### src/rtl/fa_tag_pkg.sv
package fa_tag_pkg;
    typedef enum logic [1:0] {
        ST_IDLE,
        ST_LOOKUP,
        ST_FILL
    } dir_state_e;
endpackage

### src/rtl/fa_match_array.sv
module fa_match_array #(
    parameter int ENTRIES = 8,
    parameter int TAG_W   = 27
) (
    input  logic [ENTRIES-1:0][TAG_W-1:0] tags,
    input  logic [ENTRIES-1:0]            valid,
    input  logic [TAG_W-1:0]              key,
    output logic [ENTRIES-1:0]            hit_vec
);
    for (genvar g = 0; g < ENTRIES; g++) begin : g_cmp
        assign hit_vec[g] = valid[g] && (tags[g] == key);
    end
endmodule

### src/rtl/fa_onehot_enc.sv
module fa_onehot_enc #(
    parameter int ENTRIES = 8,
    parameter int IDX_W   = 3
) (
    input  logic [ENTRIES-1:0] vec,
    output logic [IDX_W-1:0]   idx,
    output logic               any
);
    always_comb begin
        idx = '0;
        for (int i = 0; i < ENTRIES; i++) begin
            if (vec[i]) idx = idx | IDX_W'(i);
        end
        any = |vec;
    end
endmodule

### src/rtl/fa_victim_sel.sv
module fa_victim_sel #(
    parameter int ENTRIES = 8,
    parameter int IDX_W   = 3
) (
    input  logic [ENTRIES-1:0]            valid,
    input  logic [ENTRIES-1:0][IDX_W-1:0] ages,
    output logic [IDX_W-1:0]              victim
);
    localparam logic [IDX_W-1:0] OLDEST = IDX_W'(ENTRIES - 1);

    logic found;

    always_comb begin
        victim = '0;
        found  = 1'b0;
        for (int i = 0; i < ENTRIES; i++) begin
            if (!valid[i] && !found) begin
                victim = IDX_W'(i);
                found  = 1'b1;
            end
        end
        if (!found) begin
            for (int i = 0; i < ENTRIES; i++) begin
                if (ages[i] == OLDEST) victim = IDX_W'(i);
            end
        end
    end
endmodule

### src/rtl/fa_age_tracker.sv
module fa_age_tracker #(
    parameter int ENTRIES = 8,
    parameter int IDX_W   = 3
) (
    input  logic                          clk,
    input  logic                          rst,
    input  logic                          touch,
    input  logic [IDX_W-1:0]              touch_idx,
    output logic [ENTRIES-1:0][IDX_W-1:0] ages
);
    localparam logic [IDX_W-1:0] OLDEST = IDX_W'(ENTRIES - 1);

    logic [IDX_W-1:0]   ref_age;
    logic [ENTRIES-1:0] oldest_vec;

    assign ref_age = ages[touch_idx];

    always_ff @(posedge clk) begin
        if (rst) begin
            for (int i = 0; i < ENTRIES; i++) ages[i] <= IDX_W'(i);
        end else if (touch) begin
            for (int i = 0; i < ENTRIES; i++) begin
                if (IDX_W'(i) == touch_idx) ages[i] <= '0;
                else if (ages[i] < ref_age) ages[i] <= ages[i] + 1'b1;
            end
        end
    end

    for (genvar g = 0; g < ENTRIES; g++) begin : g_old
        assign oldest_vec[g] = (ages[g] == OLDEST);
    end

    AST_TOUCH_MRU: assert property (@(posedge clk) disable iff (rst)
        touch |=> ages[$past(touch_idx)] == '0);
    AST_ONE_OLDEST: assert property (@(posedge clk) disable iff (rst)
        $countones(oldest_vec) == 1);
endmodule

### src/rtl/fa_tag_dir.sv
module fa_tag_dir
    import fa_tag_pkg::*;
#(
    parameter int ADDR_W  = 32,
    parameter int OFF_W   = 5,
    parameter int ENTRIES = 8
) (
    input  logic                       clk,
    input  logic                       rst,
    input  logic                       req_valid,
    input  logic [ADDR_W-1:0]          req_addr,
    output logic                       req_ready,
    input  logic                       fill_valid,
    output logic                       rsp_valid,
    output logic                       rsp_hit,
    output logic [$clog2(ENTRIES)-1:0] rsp_entry,
    output logic [ENTRIES-1:0]         rsp_hit_vec
);
    localparam int TAG_W = ADDR_W - OFF_W;
    localparam int IDX_W = $clog2(ENTRIES);

    dir_state_e                      state, state_nx;
    logic [TAG_W-1:0]                key_q;
    logic [IDX_W-1:0]                victim_q;
    logic [ENTRIES-1:0][TAG_W-1:0]   tag_q;
    logic [ENTRIES-1:0]              valid_q;
    logic [ENTRIES-1:0]              hit_vec;
    logic [IDX_W-1:0]                hit_idx;
    logic                            hit_any;
    logic [IDX_W-1:0]                victim_now;
    logic [ENTRIES-1:0][IDX_W-1:0]   ages;
    logic                            touch;
    logic [IDX_W-1:0]                touch_idx;
    logic                            do_fill;

    fa_match_array #(.ENTRIES(ENTRIES), .TAG_W(TAG_W)) u_match (
        .tags(tag_q), .valid(valid_q), .key(key_q), .hit_vec(hit_vec)
    );

    fa_onehot_enc #(.ENTRIES(ENTRIES), .IDX_W(IDX_W)) u_enc (
        .vec(hit_vec), .idx(hit_idx), .any(hit_any)
    );

    fa_victim_sel #(.ENTRIES(ENTRIES), .IDX_W(IDX_W)) u_victim (
        .valid(valid_q), .ages(ages), .victim(victim_now)
    );

    fa_age_tracker #(.ENTRIES(ENTRIES), .IDX_W(IDX_W)) u_age (
        .clk(clk), .rst(rst), .touch(touch), .touch_idx(touch_idx), .ages(ages)
    );

    assign do_fill   = (state == ST_FILL) && fill_valid;
    assign touch     = ((state == ST_LOOKUP) && hit_any) || do_fill;
    assign touch_idx = do_fill ? victim_q : hit_idx;

    // state register
    always_ff @(posedge clk) begin
        if (rst) state <= ST_IDLE;
        else     state <= state_nx;
    end

    always_comb begin
        state_nx = state;
        unique case (state)
            ST_IDLE:   if (req_valid) state_nx = ST_LOOKUP;
            ST_LOOKUP: state_nx = hit_any ? ST_IDLE : ST_FILL;
            ST_FILL:   if (fill_valid) state_nx = ST_IDLE;
            default:   state_nx = ST_IDLE;
        endcase
    end

    // request and allocation registers
    always_ff @(posedge clk) begin
        if ((state == ST_IDLE) && req_valid) key_q <= req_addr[ADDR_W-1:OFF_W];
        if ((state == ST_LOOKUP) && !hit_any) victim_q <= victim_now;
    end

    // tag store
    always_ff @(posedge clk) begin
        if (do_fill) tag_q[victim_q] <= key_q;
    end

    always_ff @(posedge clk) begin
        if (rst)          valid_q <= '0;
        else if (do_fill) valid_q[victim_q] <= 1'b1;
    end

    // outputs
    always_comb begin
        req_ready   = (state == ST_IDLE);
        rsp_valid   = (state == ST_LOOKUP);
        rsp_hit     = rsp_valid && hit_any;
        rsp_entry   = rsp_valid ? (hit_any ? hit_idx : victim_now) : '0;
        rsp_hit_vec = rsp_valid ? hit_vec : '0;
    end

    AST_TAG_CAPTURE: assert property (@(posedge clk) disable iff (rst)
        (req_valid && req_ready) |=> {{OFF_W{1'b0}}, key_q} == ($past(req_addr) >> OFF_W));
    AST_RESET_CLEARS: assert property (@(posedge clk)
        rst |=> valid_q == '0);
    AST_HIT_IS_VALID: assert property (@(posedge clk) disable iff (rst)
        rsp_hit |-> (valid_q[rsp_entry] && tag_q[rsp_entry] == key_q));
    AST_VEC_ONEHOT: assert property (@(posedge clk) disable iff (rst)
        $onehot0(rsp_hit_vec));
    AST_FREE_SLOT: assert property (@(posedge clk) disable iff (rst)
        (rsp_valid && !rsp_hit && !(&valid_q)) |-> !valid_q[rsp_entry]);
    AST_FILL_HOLD: assert property (@(posedge clk) disable iff (rst)
        ((state == ST_FILL) && !fill_valid) |=> (state == ST_FILL) && !req_ready);
    AST_FILL_SETS: assert property (@(posedge clk) disable iff (rst)
        do_fill |=> valid_q[$past(victim_q)] && req_ready);
endmodule

### config.mk
export PLATFORM = sky130hd
export DESIGN_NAME = fa_tag_dir
export DESIGN_NICKNAME = d
export VERILOG_FILES = /design/src/rtl/fa_tag_pkg.sv /design/src/rtl/fa_match_array.sv /design/src/rtl/fa_onehot_enc.sv /design/src/rtl/fa_victim_sel.sv /design/src/rtl/fa_age_tracker.sv /design/src/rtl/fa_tag_dir.sv
export SDC_FILE = /design/constraint.sdc
export NUM_CORES = 1
export LEC_CHECK = 0
export BUFFER_PORTS_ARGS = -buffer_cell sky130_fd_sc_hd__buf_2
export CAP_MARGIN = 10
export CORE_MARGIN = 2
export CORE_UTILIZATION = 56
export DETAILED_ROUTE_END_ITERATION = 8
export HOLD_SLACK_MARGIN = 0.15
export PLACE_DENSITY = 0.72
export SETUP_SLACK_MARGIN = 0.1
export SYNTH_ARGS = -nofsm -noshare
export SYNTH_HDL_FRONTEND = slang
export SYNTH_SLANG_ARGS = --single-unit
### constraint.sdc
create_clock -name clk -period 4.35 [get_ports clk]
set_input_delay 0.6525 -clock clk [delete_from_list [all_inputs] [get_ports clk]]
set_output_delay 0.6525 -clock clk [all_outputs]
set_load 0.01 [all_outputs]
==> impl_metrics.toml <==
[cts]
ctsHtreeMaxLevel = 1
clock-sinks = 280
cts_tree = "built"
cts_root_buf = "sky130_fd_sc_hd__clkbuf_16"
num_cts_buffers = 29
cts.clk_slew.worst_paths_ns = 0.06
cts.path.max_buffers = 3
worstSkewPairLatency_ns = 0.57
ctsHoldBuffers = 0

[detailed_routing]
detailroute.via_count = 8875
wl_per_cell_um = 22.8
drc = 0
total_wirelength_um = 33400
drt-pass1-iter-count = 6
detail-route-antenna-nets = 0
detailedRoute.firstIterationViolations = 804
post_drt_via_cell_ratio = 6.04

[synth]
synth_compound_gate_area_share = 0.0736
synthTopCellsByArea = "sky130_fd_sc_hd__edfxtp_1 (56%), sky130_fd_sc_hd__xnor2_1 (11%), sky130_fd_sc_hd__dfxtp_1 (5.1%), sky130_fd_sc_hd__nand4_1 (3.4%), sky130_fd_sc_hd__xor2_1 (3.4%)"
ys_seq_elements = 280
synth.mux.area_fraction = 0.00302
post_synth_fa_ha_maj_area_fraction = 0.0235
synth.net_count = 1068
most_frequent_cell_after_synthesis = "sky130_fd_sc_hd__edfxtp_1"
cell_count_after_synthesis = 1008
main_combinational_cell_family_by_area_after_synthesis = "XOR/XNOR gates"
synth_ff_type = "sky130_fd_sc_hd__edfxtp_1"
netlist_area_sq_mm = 0.0133
ys_types = 73
yosys.area_share.xor_xnor = 0.145
synth_top_area_cell = "sky130_fd_sc_hd__edfxtp_1"
simple_gate_share_of_the_synthesized_area = 0.124
synth_top_cell_area_share = 0.557
synth_area_per_cell_sq_um = 13.2
seq_area_frac_synth = 0.608
async_reset_ff_frac = 0
synthesis.yosys.warnings = 0
synth_commonest_cells = "sky130_fd_sc_hd__edfxtp_1 (246), sky130_fd_sc_hd__xnor2_1 (160), sky130_fd_sc_hd__nand4_1 (73)"
synth_enable_flop_cells = 246

[layout]
area.growth.synth_to_final_pct = 16.8
num-nets-final = 1188
utilization = 0.664
final_layout_size_suffix_gt1_frac = 0.201
fill_cells = 1655
diodes = 0

[sta]
clock_skew_ns = 0.0315
totalNegativeSetupSlack_ns = 0
max-slew-margin-rel = 0.480
rsz_0062_raised_after_global_routing = "yes"
post-route-period-util = 0.963
setup_viol = 0
fin_crit_ns = 4.19
worst_pin_slew_ns = 0.778
finalHoldViolations = 0
fmax_mhz = 239
slew_violations = 0

[floorplan]
core_region_area_sq_mm = 0.0233
io_pins = 50
die_width_um = 158
fp.dieH_um = 158
fp-row-count = 56
start_util = 0.569
die_area_sq_mm = 0.0249

[setup_path]
critical_path.startpoint_type = "flip-flop"
critPathArrivalTime_ns = 4.63
crit_type = "reg -> reg"
path_max_fanout = 4
worst_ep_required_time_ns = 4.79
endpoint_kind = "flip-flop"

[grt]
globalRouteOverflowTotal = 0
maximum_number_of_pins_on_one_net_before_global_route_repair = 31
number_of_antenna_violations_at_the_first_check_in_global_routing = 0
grt_pass1_wl_um = 49600
via_count_of_the_first_global_routing_pass = 8308
track_usage = 0.269

[power]
switching_share = 0.231
static-leakage-power_nw = 5.11
power.switching_mw = 1.36
clkPwrFrac = 0.415
total_power_mw = 5.89
power.internal_mw = 4.53
combPwrFrac = 0.079
power_per_cell_area_mw_per_mm2 = 380
peakVddDrop_uv = 502
seqPwrFrac = 0.507

[worst_hold_path]
worst_hold_path_type = "in -> reg"

[place]
routabilityCongestion = 0.913
hpwlAfterDp_um = 22400
port_buffers = 44

[outcome]
outcome = "complete, no violations"

[run]
number_of_violations_of_the_max_capacitance_limit = 0
-- placed cells by master (no fill, tap or decap), types with 5 or more instances in the layout --
cell,Yosys,routed
sky130_fd_sc_hd__clkinv_1,1,11
sky130_fd_sc_hd__nand4_1,73,73
sky130_fd_sc_hd__o21ai_0,7,5
sky130_fd_sc_hd__buf_4,3,85
sky130_fd_sc_hd__edfxtp_1,246,246
sky130_fd_sc_hd__a41oi_1,8,8
sky130_fd_sc_hd__dfxtp_1,34,34
sky130_fd_sc_hd__nor3_1,13,9
sky130_fd_sc_hd__o22ai_1,5,5
sky130_fd_sc_hd__a211oi_1,8,6
sky130_fd_sc_hd__a21oi_1,25,17
sky130_fd_sc_hd__nand3_1,10,10
sky130_fd_sc_hd__xor2_1,52,52
sky130_fd_sc_hd__nor2b_1,9,9
sky130_fd_sc_hd__clkbuf_16,0,29
sky130_fd_sc_hd__a21oi_2,0,7
sky130_fd_sc_hd__a22oi_1,7,7
sky130_fd_sc_hd__ha_1,24,21
sky130_fd_sc_hd__inv_1,7,7
sky130_fd_sc_hd__nor2_1,47,43
sky130_fd_sc_hd__nor4_1,32,28
sky130_fd_sc_hd__buf_2,21,44
sky130_fd_sc_hd__nor4b_1,8,7
sky130_fd_sc_hd__a311oi_1,9,8
sky130_fd_sc_hd__nand2_1,64,62
sky130_fd_sc_hd__nand2b_1,11,11
sky130_fd_sc_hd__a31oi_1,7,6
sky130_fd_sc_hd__xnor2_1,160,159
sky130_fd_sc_hd__o21a_1,7,7
sky130_fd_sc_hd__a221o_1,6,6
-- through the flow --
stage	instance area, sq um	hold slack (ns)	worst slack [ns]	instances
after floorplan	13300	0.468	-0.0234	1008
after global placement	14300	0.508	0.109	1409
after detailed placement	14300	0.512	0.0890	1409
after CTS	15300	0.235	0.133	1462
after global routing	15500	0.236	-0.0214	1469
final	15500	0.251	0.161	1469
-- what timing repair did --
| action | CTS | global route |
|---|---|---|
| pin swaps | 3 | 24 |
| endpoints found under the setup margin | 6 | 23 |
| resized for setup | 5 | 35 |
| setup buffers | 0 | 7 |
-- state kept, by name, summed over array words and instances, names as in the netlist --
register / cells
state: 2
victim_q: 3
key_q: 27
tag_q: 216
valid_q: 8
u_age.ages: 24
-- per-layer routing --
metal,up-vias,wire length (um),global-route usage
met5,-,0,0
li1,4068,-,-
met4,0,1050,0.0805
met3,69,2270,0.0279
met1,4369,14400,0.390
met2,369,15700,0.433
-- critical path: stages (launching register included) --
cell and delay (ns):
sky130_fd_sc_hd__edfxtp_1 0.44, sky130_fd_sc_hd__buf_6 0.16, sky130_fd_sc_hd__xnor2_4 0.21, sky130_fd_sc_hd__nand4_1 0.12, sky130_fd_sc_hd__or4_1 0.41, sky130_fd_sc_hd__or4_4 0.52, sky130_fd_sc_hd__and4_4 0.19, sky130_fd_sc_hd__a21o_4 0.22
sky130_fd_sc_hd__and2_1 0.18, sky130_fd_sc_hd__a211oi_2 0.16, sky130_fd_sc_hd__a31oi_1 0.07, sky130_fd_sc_hd__mux2i_2 0.19, sky130_fd_sc_hd__buf_4 0.16, sky130_fd_sc_hd__buf_6 0.11, sky130_fd_sc_hd__ha_4 0.19, sky130_fd_sc_hd__or2_4 0.22
sky130_fd_sc_hd__a21oi_2 0.13, sky130_fd_sc_hd__a21oi_2 0.05, sky130_fd_sc_hd__a221o_1 0.32
-- power by group through the flow --
stage	logic (mW)	registers, mW	clock network [mW]
floorplan	0.271	3.04	0
global placement	0.430	3.04	0
detailed placement	0.438	3.04	0
CTS	0.443	2.99	2.48
global route	0.494	2.99	2.58
finish	0.463	2.99	2.45
-- worst paths after layout --
check             cells after the start  slack [ns]                     endpoint                 from
hold reg to reg                       0        0.53          tag_q[74]$_DFFE_PP_  key_q[20]$_DFFE_PP_
setup reg to reg                     18        0.16  u_age.ages[23]$_SDFFE_PP1P_   key_q[2]$_DFFE_PP_
hold / removal                        1        0.25          key_q[19]$_DFFE_PP_         req_addr[24]
setup / recovery                     18        0.16  u_age.ages[23]$_SDFFE_PP1P_   key_q[2]$_DFFE_PP_
-- logic make-up (layout without fill, tap and decap cells) --
group           Yosys count  count (layout)
xor+xnor                216             216
flops                   280             280
mux                       4               4
buf+inv                  53             195
compound gates          129             129
simple gates            301             301
fa+ha+maj                25              25
-- area by class of cell --
class	instances	area (sq um)	area share
tap	319	399	0.0257
sequential	280	8070	0.520
timing repair buffer	134	927	0.0598
multi-input combinational	675	5140	0.332
clock inverter	21	201	0.0130
clock buffer	32	737	0.0475
inverter	8	30.0	0.00194
Note: power is estimated with default switching activity, not from simulation.
